$ cat config.mk
export PLATFORM = sky130hd
export DESIGN_NAME = ser_rx_master
export DESIGN_NICKNAME = d
export VERILOG_FILES = /design/src/rtl/ser_rx_pkg.sv /design/src/rtl/ser_rx_sclk_gen.sv /design/src/rtl/ser_rx_shifter.sv /design/src/rtl/ser_rx_hold_ctrl.sv /design/src/rtl/ser_rx_master.sv
export SDC_FILE = /design/constraint.sdc
export NUM_CORES = 1
export LEC_CHECK = 0
export ABC_AREA = 1
export CAP_MARGIN = 5
export CELL_PAD_IN_SITES_DETAIL_PLACEMENT = 2
export CELL_PAD_IN_SITES_GLOBAL_PLACEMENT = 2
export CORE_ASPECT_RATIO = 0.6
export CORE_UTILIZATION = 39
export CTS_CLUSTER_SIZE = 14
export DETAILED_ROUTE_END_ITERATION = 10
export DONT_BUFFER_PORTS = 1
export PLACE_DENSITY = 0.95
export SLEW_MARGIN = 10
export SYNTH_ARGS = -nofsm -noshare
export SYNTH_HDL_FRONTEND = slang
export SYNTH_HIERARCHICAL = 1
export SYNTH_SLANG_ARGS = --single-unit
export TNS_END_PERCENT = 30
$ cat constraint.sdc
create_clock -name clk -period 6.1 [get_ports clk]
set_clock_uncertainty 0.05 [all_clocks]
set_input_delay 1.22 -clock clk [delete_from_list [all_inputs] [get_ports clk]]
set_output_delay 1.22 -clock clk [all_outputs]
set_load 0.03 [all_outputs]
$ cat src/rtl/ser_rx_pkg.sv
`timescale 1ns/1ps
package ser_rx_pkg;
  typedef enum logic {
    PH_HIGH = 1'b0,
    PH_LOW  = 1'b1
  } sclk_phase_e;

  typedef enum logic [1:0] {
    MV_NONE    = 2'd0,
    MV_FRESH   = 2'd1,
    MV_PENDING = 2'd2
  } move_kind_e;
endpackage

$ cat src/rtl/ser_rx_sclk_gen.sv
`timescale 1ns/1ps
module ser_rx_sclk_gen
  import ser_rx_pkg::*;
#(
  parameter int DIV_W = 8
) (
  input  logic             clk,
  input  logic             rst_n,
  input  logic             run,
  input  logic [DIV_W-1:0] half_div,
  output logic             sclk,
  output logic             rise
);
  sclk_phase_e      phase;
  logic [DIV_W-1:0] pc;
  logic             at_end;

  function automatic logic phase_over(input logic [DIV_W-1:0] cnt,
                                      input logic [DIV_W-1:0] lim);
    return cnt >= lim;
  endfunction

  assign at_end = phase_over(pc, half_div);
  assign rise   = (phase == PH_LOW) && at_end;
  assign sclk   = (phase == PH_HIGH);

  always_ff @(posedge clk or negedge rst_n) begin
    if (!rst_n) begin
      phase <= PH_HIGH;
      pc    <= '0;
    end else if (phase == PH_LOW) begin
      if (at_end) begin
        phase <= PH_HIGH;
        pc    <= '0;
      end else begin
        pc <= pc + 1'b1;
      end
    end else begin
      if (at_end) begin
        if (run) begin
          phase <= PH_LOW;
          pc    <= '0;
        end
      end else begin
        pc <= pc + 1'b1;
      end
    end
  end

  a_r4_low_holds: assert property (@(posedge clk) disable iff (!rst_n)
    (phase == PH_LOW && !at_end) |=> (phase == PH_LOW));
  a_r4_high_holds: assert property (@(posedge clk) disable iff (!rst_n)
    (phase == PH_HIGH && !at_end) |=> (phase == PH_HIGH));
endmodule

$ cat src/rtl/ser_rx_shifter.sv
`timescale 1ns/1ps
module ser_rx_shifter #(
  parameter int FRAME_W = 8
) (
  input  logic               clk,
  input  logic               rst_n,
  input  logic               rx_en,
  input  logic               rise,
  input  logic               sdi,
  output logic               frame_done,
  output logic [FRAME_W-1:0] frame_word,
  output logic [FRAME_W-1:0] held_word
);
  localparam int CNT_W = (FRAME_W > 2) ? $clog2(FRAME_W) : 1;
  localparam logic [CNT_W-1:0] LAST_BIT = CNT_W'(FRAME_W - 1);

  logic [FRAME_W-1:0] sh;
  logic [CNT_W-1:0]   cnt;

  function automatic logic [FRAME_W-1:0] push_lsb_first(
    input logic [FRAME_W-1:0] cur, input logic b);
    return {b, cur[FRAME_W-1:1]};
  endfunction

  assign frame_word = push_lsb_first(sh, sdi);
  assign frame_done = rise && (cnt == LAST_BIT);
  assign held_word  = sh;

  always_ff @(posedge clk or negedge rst_n) begin
    if (!rst_n) begin
      sh  <= '0;
      cnt <= '0;
    end else if (rise) begin
      sh  <= frame_word;
      cnt <= (cnt == LAST_BIT) ? '0 : cnt + 1'b1;
    end else if (!rx_en) begin
      cnt <= '0;
    end
  end

  a_r11_idle_resets_count: assert property (@(posedge clk) disable iff (!rst_n)
    (!rx_en && !rise) |=> (cnt == '0));
  a_r2_count_advances: assert property (@(posedge clk) disable iff (!rst_n)
    (rise && cnt != LAST_BIT) |=> (cnt == $past(cnt) + 1'b1));
endmodule

$ cat src/rtl/ser_rx_hold_ctrl.sv
`timescale 1ns/1ps
module ser_rx_hold_ctrl
  import ser_rx_pkg::*;
#(
  parameter int FRAME_W = 8
) (
  input  logic               clk,
  input  logic               rst_n,
  input  logic               dbl_en,
  input  logic               rd_stb,
  input  logic               frame_done,
  input  logic [FRAME_W-1:0] frame_word,
  input  logic [FRAME_W-1:0] held_word,
  output logic [FRAME_W-1:0] hold_word,
  output logic               buf_full,
  output logic               pend,
  output logic               irq,
  output logic               run_ok,
  output move_kind_e         move
);
  always_comb begin
    move = MV_NONE;
    if (frame_done && (!buf_full || rd_stb)) move = MV_FRESH;
    else if (rd_stb && pend)                 move = MV_PENDING;
  end

  assign run_ok = !pend && (dbl_en || !buf_full);

  always_ff @(posedge clk or negedge rst_n) begin
    if (!rst_n) begin
      hold_word <= '0;
      buf_full  <= 1'b0;
      pend      <= 1'b0;
      irq       <= 1'b0;
    end else begin
      irq <= (move != MV_NONE);
      unique case (move)
        MV_FRESH:   hold_word <= frame_word;
        MV_PENDING: hold_word <= held_word;
        default:    hold_word <= hold_word;
      endcase
      if (move != MV_NONE) buf_full <= 1'b1;
      else if (rd_stb)     buf_full <= 1'b0;
      if (frame_done && buf_full && !rd_stb) pend <= 1'b1;
      else if (rd_stb)                       pend <= 1'b0;
    end
  end

  a_r6_single_pulse: assert property (@(posedge clk) disable iff (!rst_n)
    irq |=> !irq);
  a_r7_irq_with_full: assert property (@(posedge clk) disable iff (!rst_n)
    irq |-> buf_full);
  a_r8_no_frame_while_pend: assert property (@(posedge clk) disable iff (!rst_n)
    pend |-> !frame_done);
  a_r8_stall_no_irq: assert property (@(posedge clk) disable iff (!rst_n)
    (frame_done && buf_full && !rd_stb) |=> (!irq && pend));
  a_r9_pend_read: assert property (@(posedge clk) disable iff (!rst_n)
    (pend && rd_stb) |=> (irq && buf_full && !pend));
  a_r10_read_clears: assert property (@(posedge clk) disable iff (!rst_n)
    (rd_stb && !pend && !frame_done) |=> (!buf_full && $stable(hold_word)));
endmodule

$ cat src/rtl/ser_rx_master.sv
`timescale 1ns/1ps
module ser_rx_master
  import ser_rx_pkg::*;
#(
  parameter int FRAME_W = 8,
  parameter int DIV_W   = 8
) (
  input  logic               clk,
  input  logic               rst_n,
  input  logic               rx_en,
  input  logic               dbl_buf_en,
  input  logic [DIV_W-1:0]   half_div,
  input  logic               sdi,
  input  logic               rd_stb,
  output logic               sclk_out,
  output logic [FRAME_W-1:0] rd_data,
  output logic               buf_full,
  output logic               rx_irq
);
  logic               run;
  logic               run_ok;
  logic               rise;
  logic               frame_done;
  logic               pend;
  logic [FRAME_W-1:0] frame_word;
  logic [FRAME_W-1:0] held_word;
  move_kind_e         move;

  assign run = rx_en && run_ok;

  ser_rx_sclk_gen #(.DIV_W(DIV_W)) u_sclk (
    .clk      (clk),
    .rst_n    (rst_n),
    .run      (run),
    .half_div (half_div),
    .sclk     (sclk_out),
    .rise     (rise)
  );

  ser_rx_shifter #(.FRAME_W(FRAME_W)) u_shift (
    .clk        (clk),
    .rst_n      (rst_n),
    .rx_en      (rx_en),
    .rise       (rise),
    .sdi        (sdi),
    .frame_done (frame_done),
    .frame_word (frame_word),
    .held_word  (held_word)
  );

  ser_rx_hold_ctrl #(.FRAME_W(FRAME_W)) u_hold (
    .clk        (clk),
    .rst_n      (rst_n),
    .dbl_en     (dbl_buf_en),
    .rd_stb     (rd_stb),
    .frame_done (frame_done),
    .frame_word (frame_word),
    .held_word  (held_word),
    .hold_word  (rd_data),
    .buf_full   (buf_full),
    .pend       (pend),
    .irq        (rx_irq),
    .run_ok     (run_ok),
    .move       (move)
  );

  a_r3_no_fall_disabled: assert property (@(posedge clk) disable iff (!rst_n)
    $fell(sclk_out) |-> $past(rx_en));
  a_r5_single_parks: assert property (@(posedge clk) disable iff (!rst_n)
    $fell(sclk_out) |-> ($past(dbl_buf_en) || !$past(buf_full)));
  a_r8_stall_clock: assert property (@(posedge clk) disable iff (!rst_n)
    $fell(sclk_out) |-> !$past(pend));
  a_r6_irq_after_move: assert property (@(posedge clk) disable iff (!rst_n)
    (move != MV_NONE) |=> rx_irq);
endmodule

==> results of run 1 <==
==> sequential cells by signal, summed over array words and instances, names as in the netlist <==
| signal | cells |
|---|---|
| u_hold/buf_full | 1 |
| u_hold/irq | 1 |
| u_shift/held_word | 8 |
| u_hold/pend | 1 |
| u_sclk/phase | 1 |
| u_sclk/pc | 8 |
| u_shift/cnt | 3 |
| u_hold/hold_word | 8 |
==> final cells by class <==
| cell class | instances | area (µm²) | area share |
|---|---|---|---|
| sequential | 31 | 776 | 0.391 |
| clock inverter | 1 | 5.00 | 0.00252 |
| tap | 63 | 78.8 | 0.0397 |
| multi-input combinational | 176 | 921 | 0.464 |
| clock buffer | 6 | 82.6 | 0.0416 |
| inverter | 32 | 120 | 0.0606 |
==> worst reg2reg max path: stages (launching register included) <==
cell and delay, ns:
dfrtp_1 0.52, ha_1 0.31, a21oi_1 0.22, nand2_1 0.10, nand2_1 0.11, nand3_4 0.14
nand2_1 0.10, inv_1 0.18, nand2_1 0.15, inv_1 0.12, inv_2 0.18, nand3_2 0.21
nand2_1 0.14, nand2_1 0.06, nand2_1 0.07, nand2_1 0.07
==> metal layers <==
layer / share of wire / vias to the layer above / global-route usage
li1: - / 772 / -
met2: 0.47 / 23 / 0.377
met4: 0.0029 / 0 / 0.0402
met3: 0.035 / 2 / 0.0542
met5: 0 / - / 0
met1: 0.49 / 806 / 0.345
==> worst max path at each step <==
stage | to | slack [ns] | from
6_report | u_hold/hold_word[4] | 2.77 | half_div[7]
4_1_cts | u_hold/hold_word[4] | 2.76 | half_div[7]
5_1_grt | u_hold/hold_word[4] | 2.56 | half_div[5]
3_5_place_dp | u_hold/hold_word[4] | 2.48 | half_div[7]
3_3_place_gp | u_hold/hold_word[0] | 2.76 | half_div[7]
2_1_floorplan | u_hold/hold_word[0] | 2.96 | half_div[7]
==> stage by stage <==
stage | std cells | hold slack (ns) | setup slack [ns] | total power [W]
finish | 309 | 0.453 | 2.77 | 0.000725
global route | 309 | 0.489 | 2.56 | 0.000777
CTS | 309 | 0.445 | 2.76 | 0.000732
detailed placement | 302 | 0.431 | 2.48 | 0.000563
global placement | 302 | 0.421 | 2.76 | 0.000528
floorplan | 252 | 0.392 | 2.96 | 0.000502
==> power breakdown <==
part	total (W)	internal [W]	switching, W
clock network	0.000166	0.0000885	0.0000776
logic	0.000249	0.0000865	0.000163
registers	0.000310	0.000246	0.0000635
total	0.000725	0.000421	0.000304
==> placed cells by master (no fill, tap or decap) <==
cell	n
nand2_1	104
dfrtp_1	31
inv_1	24
nand3_1	24
nand4_1	11
ha_1	11
clkbuf_8	6
inv_2	6
nor2_1	6
nand2_2	2
o21ai_0	2
a21oi_1	2
nor2_2	2
o21ai_1	2
clkinv_1	2
clkinv_2	1
nand3_2	1
nand2_4	1
a21boi_4	1
a21o_1	1
nor2_8	1
nand4_2	1
nand3_4	1
nor2_4	1
xor2_1	1
xnor2_1	1
==> impl_metrics.env, run 1 <==
export IMPL_grt_pass1_vias=1786
export IMPL_syn_nets=277
export IMPL_syn_area_per_cell_um2=7.61
export IMPL_path_max_fanout=13
export IMPL_crit_buf_inv=4
export IMPL_tightest_slew_ns=0.562
export IMPL_cpMostUsedCell="nand2_1"
export IMPL_drt_pass1_iterations=4
export IMPL_grt_ovfl_total=0
export IMPL_post_route_min_period_ns=3.33
export IMPL_hold_viol_final=0
export IMPL_cts_htree_levels=2
export IMPL_wl_per_cell_um=17.9
export IMPL_wl_um=5540
export IMPL_rows=19
export IMPL_grt_max_degree=32
export IMPL_leakage_nw=1.16
export IMPL_max_freq_mhz=300
export IMPL_cp_arrival_ns=3.45
export IMPL_postLayoutCellArea_mm2=0.00198
export IMPL_cpPeakStageDelay_ns=0.31
export IMPL_ios=25
export IMPL_drive_gt1_frac=0.0976
export IMPL_cts_setup_buffers=0
export IMPL_synthCells=252
export IMPL_grt_util_all_layers=0.240
export IMPL_relSlewSlack=0.624
export IMPL_tns_ns=0
export IMPL_dieWidth_um=92.5
export IMPL_power_density_mw_per_mm2=366
export IMPL_crit_cells=15
export IMPL_postCtsHoldBufs=0
export IMPL_cp_slowest_cell="ha_1"
export IMPL_die_h_um=56.3
export IMPL_drtAntennaViolNets=0
export IMPL_cts_resized=0
export IMPL_nets=271
export IMPL_max_cap_violations=0
export IMPL_clock_path_buffers=2
export IMPL_hold_path_cell_count=2
export IMPL_min_from="u_shift/held_word[0]"
export IMPL_vias_per_cell=5.19
export IMPL_die_area_mm2=0.00521
export IMPL_core_mm2=0.00464
export IMPL_vias=1603
export IMPL_clk_latency_ns=0.28
export IMPL_slew_viol_final=0
export IMPL_period_share=0.547
export IMPL_drt_iter0_drc=58
export IMPL_initial_utilization=0.413
export IMPL_cp_cell_sequence="inv_1, ha_1, a21o_1, nor2_8, nand3_4, nand2_1, inv_1, nand2_1, inv_1, inv_2, nand3_2, nand2_1, nand2_1, nand2_1, nand2_1"
export IMPL_drcViolationCount=0
export IMPL_n_antenna_cell=0
export IMPL_hp_class="flop to flop"
export IMPL_endpoint_kind="flop"
export IMPL_clock_sinks=31
export IMPL_regToRegSetupSlack_ns=3.25
export IMPL_report_final_setup_viol=0
export IMPL_path_delay_family="simple AND/OR/NAND/NOR gates"
export IMPL_grt_setup_unrepaired="false"
export IMPL_grt_pass1_wl_um=9400
export IMPL_status="finished, final reports clean"
export IMPL_cts_inserted_buffers=5
export IMPL_netlist_area_mm2=0.00192
export IMPL_clockRootBuffer="clkbuf_8"
export IMPL_reg2regPathDepth=15
export IMPL_gp_congestion=0.829
export IMPL_antenna_found_initial=0
export IMPL_cts_tree="yes"
export IMPL_ir_drop_v=0.0000989
export IMPL_dp_hpwl_um=4170
export IMPL_fillCellCount=554
export IMPL_fin_util=0.428
export IMPL_r2r_end="u_hold/hold_word[4]"
export IMPL_crit_type="input port to flop"
export IMPL_area_delta_synth_final_pct=3.46
export IMPL_whs_endpoint="u_shift/held_word[0]"
export IMPL_dpl_instance_area_mm2=0.00190
export IMPL_start_kind="input port"
export IMPL_numPortBuffers=0
export IMPL_regToRegStartpoint="u_sclk/pc[3]"
export IMPL_yosysWarnings=6
export IMPL_path_clk_slew_ns=0.06
export IMPL_critPathRequiredTime_ns=6.22
Note: power is estimated with default switching activity, not from simulation.
==> run 2, diff against run 1 <==
--- a/config.mk
+++ b/config.mk
@@ -10,11 +10,11 @@
 export CELL_PAD_IN_SITES_DETAIL_PLACEMENT = 2
 export CELL_PAD_IN_SITES_GLOBAL_PLACEMENT = 2
 export CORE_ASPECT_RATIO = 0.6
-export CORE_UTILIZATION = 39
+export CORE_UTILIZATION = 36
 export CTS_CLUSTER_SIZE = 14
 export DETAILED_ROUTE_END_ITERATION = 10
 export DONT_BUFFER_PORTS = 1
-export PLACE_DENSITY = 0.95
+export PLACE_DENSITY = 0.9
 export SLEW_MARGIN = 10
 export SYNTH_ARGS = -nofsm -noshare
 export SYNTH_HDL_FRONTEND = slang
==> constraint.sdc (replaced) <==
create_clock -name clk -period 3.45 [get_ports clk]
set_clock_uncertainty 0.05 [all_clocks]
set_input_delay 0.69 -clock clk [delete_from_list [all_inputs] [get_ports clk]]
set_output_delay 0.69 -clock clk [all_outputs]
set_load 0.03 [all_outputs]
==> run 2 against run 1 <==
Cell area increased by 0.19%. Final cell count is 0.97% higher. Global-route usage down 3.5 points. Clock power rose by 78%. Non-clock buffer count stayed put.
==> impl_metrics.env, run 2 (synthesized netlist as in run 1, its figures left out) <==
export IMPL_path_clk_slew_ns=0.06
export IMPL_ir_drop_v=0.000207
export IMPL_period_share=0.792
export IMPL_tightest_slew_ns=0.604
export IMPL_nets=271
export IMPL_postCtsHoldBufs=0
export IMPL_power_frac_clock=0.234
export IMPL_relSlewSlack=0.596
export IMPL_grt_ovfl_total=0
export IMPL_hold_slack_ns=0.0413
export IMPL_cts_setup_buffers=0
export IMPL_sw_frac_of_total=0.411
export IMPL_power_w=0.00126
export IMPL_drcViolationCount=0
export IMPL_critPathLaunch="u_sclk/pc[5]"
export IMPL_hold_viol_final=0
export IMPL_clock_sinks=31
export IMPL_hp_class="input port to asynchronous set/reset pin"
export IMPL_tns_ns=0
export IMPL_p_seq_frac=0.432
export IMPL_critPathRequiredTime_ns=3.58
export IMPL_dieWidth_um=96.2
export IMPL_grt_util_all_layers=0.206
export IMPL_clk_latency_ns=0.29
export IMPL_drt_iter0_drc=68
export IMPL_rows=20
export IMPL_met2_usage=0.312
export IMPL_initial_utilization=0.377
export IMPL_status="finished, final reports clean"
export IMPL_clock_path_buffers=2
export IMPL_fillCellCount=620
export IMPL_fin_util=0.391
export IMPL_drtAntennaViolNets=0
export IMPL_cts_htree_levels=2
export IMPL_use_met1=0.295
export IMPL_n_antenna_cell=0
export IMPL_max_cap_violations=0
export IMPL_clockRootBuffer="clkbuf_8"
export IMPL_gp_congestion=0.822
export IMPL_antenna_found_initial=0
export IMPL_grt_max_degree=32
export IMPL_power_density_mw_per_mm2=635
export IMPL_grt_setup_unrepaired="false"
export IMPL_report_final_setup_viol=0
export IMPL_wl_per_cell_um=16.3
export IMPL_crit_type="flop to flop"
export IMPL_slew_viol_final=0
export IMPL_cp_slowest_cell="dfrtp_1"
export IMPL_cpPeakStageDelay_ns=0.44
export IMPL_internal_power_w=0.000743
export IMPL_area_delta_synth_final_pct=3.66
export IMPL_regToRegStartpoint="u_sclk/pc[5]"
export IMPL_grt_util_met3=0.0568
export IMPL_drt_pass1_iterations=4
export IMPL_endpoint_kind="flop"
export IMPL_path_max_fanout=13
export IMPL_cpMostUsedCell="nand2_1"
export IMPL_top_usage_layer="met2"
export IMPL_cts_resized=0
export IMPL_grt_pass1_vias=1581
export IMPL_die_area_mm2=0.00563
export IMPL_leakage_nw=1.16
export IMPL_core_mm2=0.00508
export IMPL_mostFrequentLayoutCell="nand2_1"
export IMPL_die_h_um=58.5
export IMPL_p_switching_w=0.000519
export IMPL_start_kind="flop"
export IMPL_cp_arrival_ns=2.86
export IMPL_grt_pass1_wl_um=8410
export IMPL_dp_hpwl_um=3830
export IMPL_combPwrFrac=0.335
export IMPL_numPortBuffers=0
export IMPL_vias_per_cell=5.09
export IMPL_cts_tree="yes"
export IMPL_ios=25
export IMPL_final_cell_mix="104 x nand2_1, 31 x dfrtp_1, 24 x inv_1, 24 x nand3_1"
export IMPL_drive_gt1_frac=0.0976
export IMPL_cp_cell_sequence="ha_1, a21oi_1, nor2_2, nor2_8, nand3_4, nand2_1, inv_1, nand2_1, inv_1, inv_2, nand3_2, nand2_1, nand2_1, nand2_1, nand2_1"
export IMPL_max_freq_mhz=366
export IMPL_cts_inserted_buffers=5
export IMPL_wl_um=5080
export IMPL_vias=1587
export IMPL_post_route_min_period_ns=2.73
==> run 2: final cells by class <==
type	count	area, µm²	share of cell area
clock inverters	1	5.00	0.00252
flip-flops and latches	31	776	0.390
inverters	32	120	0.0605
well taps	66	82.6	0.0416
clock buffers	6	82.6	0.0416
multi-input cells	176	921	0.463
==> run 2: routing by layer <==
layer | wire [µm] | share of wire
met1 | 2620 | 0.52
met2 | 2240 | 0.44
met3 | 190 | 0.037
met4 | 31 | 0.0061
met5 | 0 | 0
==> run 2: metrics by stage <==
stage                     worst slack (ns)  instance area (µm²)  std cells
after CTS                            0.704                 1990        312
after global routing                 0.436                 1990        312
after detailed placement             0.488                 1900        305
final                                0.717                 1990        312
after floorplan                      0.840                 1920        252
after global placement               0.623                 1900        305
==> run 2: path summary, 6_finish.rpt <==
kind	end	slack (ns)	depth (start not counted)
max	u_hold/hold_word[5]	0.72	15
min in group clk	u_shift/held_word[0]	0.45	2
max in group asynchronous	u_shift/held_word[5]	3.23	0
min	u_sclk/pc[0]	0.04	0
min reg2reg	u_shift/held_word[0]	0.45	2
max reg2reg	u_hold/hold_word[5]	0.72	15
==> run 2: power by group through the flow <==
stage                     clock [W]  combinational, W  sequential, W
after floorplan                   0          0.000386       0.000502
after detailed placement          0          0.000421       0.000549
after global placement            0          0.000389       0.000546
final                      0.000295          0.000422       0.000544
after global routing       0.000320          0.000497       0.000557
after CTS                  0.000303          0.000430       0.000544
==> run 2: critical path: cells and delay by family (launching register included) <==
| family | cells | cell delay, ns |
|---|---|---|
| and+or+nand+nor | 10 | 1.18 |
| AOI/OAI and AO/OA | 1 | 0.20 |
| DFF | 1 | 0.44 |
| adders and majority gates | 1 | 0.32 |
| buffers and inverters | 3 | 0.43 |
==> run 3, diff against run 2 <==
--- a/config.mk
+++ b/config.mk
@@ -5,12 +5,12 @@
 export SDC_FILE = /design/constraint.sdc
 export NUM_CORES = 1
 export LEC_CHECK = 0
-export ABC_AREA = 1
+export ABC_AREA = 0
 export CAP_MARGIN = 5
 export CELL_PAD_IN_SITES_DETAIL_PLACEMENT = 2
 export CELL_PAD_IN_SITES_GLOBAL_PLACEMENT = 2
 export CORE_ASPECT_RATIO = 0.6
-export CORE_UTILIZATION = 36
+export CORE_UTILIZATION = 40
 export CTS_CLUSTER_SIZE = 14
 export DETAILED_ROUTE_END_ITERATION = 10
 export DONT_BUFFER_PORTS = 1
==> constraint.sdc (replaced) <==
create_clock -name clk -period 2.6 [get_ports clk]
set_clock_uncertainty 0.05 [all_clocks]
set_input_delay 0.52 -clock clk [delete_from_list [all_inputs] [get_ports clk]]
set_output_delay 0.52 -clock clk [all_outputs]
set_load 0.03 [all_outputs]
==> run 3 against run 2 <==
Register-to-register slack worse by 0.62 ns. Clock power rose by 24%. Sequential share of layout area decreased by 0.66 points. Worst setup slack got worse by 0.62 ns. Final cell count down 24%. Largest cell class unchanged. Critical path depth fell by 5. Flip-flop and latch count did not move.
==> impl_metrics.env, run 3 <==
export IMPL_synthCells=180
export IMPL_grt_max_degree=32
export IMPL_vias=1311
export IMPL_core_mm2=0.00428
export IMPL_clk_latency_ns=0.28
export IMPL_cpMostUsedCell="and2_4"
export IMPL_hold_viol_final=0
export IMPL_wl_um=5010
export IMPL_post_route_min_period_ns=2.51
export IMPL_clock_path_buffers=2
export IMPL_hp_class="input port to asynchronous set/reset pin"
export IMPL_slew_viol_final=0
export IMPL_wl_per_cell_um=21.2
export IMPL_internal_power_w=0.000996
export IMPL_regToRegSetupSlack_ns=0.09
export IMPL_antenna_found_initial=0
export IMPL_grt_ovfl_total=0
export IMPL_path_clk_slew_ns=0.07
export IMPL_cts_setup_buffers=0
export IMPL_clock_sinks=31
export IMPL_sw_frac_of_total=0.355
export IMPL_syn_area_per_cell_um2=10.3
export IMPL_clockRootBuffer="clkbuf_8"
export IMPL_grt_util_all_layers=0.224
export IMPL_numPortBuffers=0
export IMPL_rows=18
export IMPL_cts_tree="yes"
export IMPL_start_kind="flop"
export IMPL_mostFrequentLayoutCell="dfrtp_1"
export IMPL_crit_buf_inv=1
export IMPL_die_area_mm2=0.00493
export IMPL_cp_arrival_ns=2.61
export IMPL_tightest_slew_ns=0.575
export IMPL_r2r_end="u_hold/hold_word[7]"
export IMPL_vias_per_cell=5.56
export IMPL_ir_drop_v=0.000293
export IMPL_fin_util=0.473
export IMPL_dp_hpwl_um=3780
export IMPL_path_delay_family="compound AO/OA/AOI/OAI gates"
export IMPL_relSlewSlack=0.617
export IMPL_max_cap_violations=0
export IMPL_max_freq_mhz=399
export IMPL_reg2regPathDepth=10
export IMPL_cp_slowest_cell="dfrtp_2"
export IMPL_critPathRequiredTime_ns=2.70
export IMPL_report_final_setup_viol=0
export IMPL_regToRegStartpoint="u_sclk/pc[0]"
export IMPL_netlist_area_mm2=0.00186
export IMPL_drt_iter0_drc=54
export IMPL_combPwrFrac=0.310
export IMPL_drcViolationCount=0
export IMPL_power_w=0.00154
export IMPL_drt_pass1_iterations=4
export IMPL_final_cell_mix="30 x dfrtp_1, 12 x nand2_1, 12 x a21oi_1"
export IMPL_cts_inserted_buffers=5
export IMPL_grt_pass1_wl_um=8090
export IMPL_nets=200
export IMPL_cts_htree_levels=2
export IMPL_n_antenna_cell=0
export IMPL_drive_gt1_frac=0.267
export IMPL_status="finished, final reports clean"
export IMPL_p_switching_w=0.000548
export IMPL_leakage_nw=0.948
export IMPL_die_h_um=54.8
export IMPL_ios=25
export IMPL_gp_congestion=0.761
export IMPL_p_seq_frac=0.454
export IMPL_area_delta_synth_final_pct=9.03
export IMPL_grt_setup_unrepaired="false"
export IMPL_power_density_mw_per_mm2=763
export IMPL_dieWidth_um=90.0
export IMPL_syn_nets=205
export IMPL_path_max_fanout=9
export IMPL_yosysWarnings=6
export IMPL_initial_utilization=0.434
export IMPL_grt_pass1_vias=1524
export IMPL_cp_cell_sequence="inv_1, ha_4, nand2b_4, a2111oi_4, o21ai_2, and2_4, and2_4, o21a_2, o32ai_2, a21oi_1"
export IMPL_drtAntennaViolNets=0
export IMPL_period_share=0.964
export IMPL_power_frac_clock=0.236
export IMPL_crit_type="flop to flop"
export IMPL_endpoint_kind="flop"
export IMPL_cpPeakStageDelay_ns=0.44
## run 3: area by class of cell
| class | instances | area (µm²) |
|---|---|---|
| Inverter | 13 | 58.8 |
| Sequential cell | 31 | 777 |
| Fill cell | 446 | 2250 |
| Multi-Input combinational cell | 121 | 997 |
| Timing Repair Buffer | 3 | 35.0 |
| Clock inverter | 1 | 5.00 |
| Clock buffer | 7 | 76.3 |
| Tap cell | 60 | 75.1 |
## run 3: through the flow
stage	hold WS (ns)	setup slack (ns)	instances	area, µm²	setup TNS, ns
6_report	0.0151	0.0930	236	2020	0
3_3_place_gp	0.175	0.244	227	1920	0
2_1_floorplan	0.174	-0.143	180	1970	-0.819
4_1_cts	0.0153	0.0593	236	2020	0
3_5_place_dp	0.175	0.0321	227	1920	0
5_1_grt	0.0112	0.00845	236	2020	0
## run 3: what timing repair did
| item | CTS | global route |
|---|---|---|
| setup endpoints to repair | 1 | 4 |
| gates resized for setup | 1 | 1 |
| hold buffers | 1 | 0 |
| pin swaps | 0 | 0 |
| endpoints found under the hold margin | 31 | 0 |
## run 3: power by group through the flow
| stage | logic, W | registers, W | clock network [W] |
|---|---|---|---|
| 6_report | 0.000478 | 0.000701 | 0.000365 |
| 5_1_grt | 0.000533 | 0.000714 | 0.000394 |
| 4_1_cts | 0.000484 | 0.000700 | 0.000376 |
| 3_5_place_dp | 0.000466 | 0.000708 | 0 |
| 3_3_place_gp | 0.000411 | 0.000691 | 0 |
| 2_1_floorplan | 0.000411 | 0.000663 | 0 |
## run 3: worst max-delay path by stage
stage                       from             endpoint  cells past startpoint
finish              u_sclk/pc[0]  u_hold/hold_word[7]                     10
global route        u_sclk/pc[0]  u_hold/hold_word[2]                     10
CTS                 u_sclk/pc[0]  u_hold/hold_word[7]                     10
detailed placement   half_div[7]  u_hold/hold_word[7]                     10
global placement     half_div[6]  u_hold/hold_word[7]                     10
floorplan            half_div[6]  u_hold/hold_word[7]                     14
## run 3: metal layers
| layer | GRT usage | routed length [µm] | vias to the layer above |
|---|---|---|---|
| met5 | 0 | 0 | - |
| met4 | 0.0618 | 62 | 0 |
| met3 | 0.0486 | 168 | 6 |
| met2 | 0.437 | 2550 | 23 |
| met1 | 0.258 | 2230 | 675 |
| li1 | - | - | 607 |
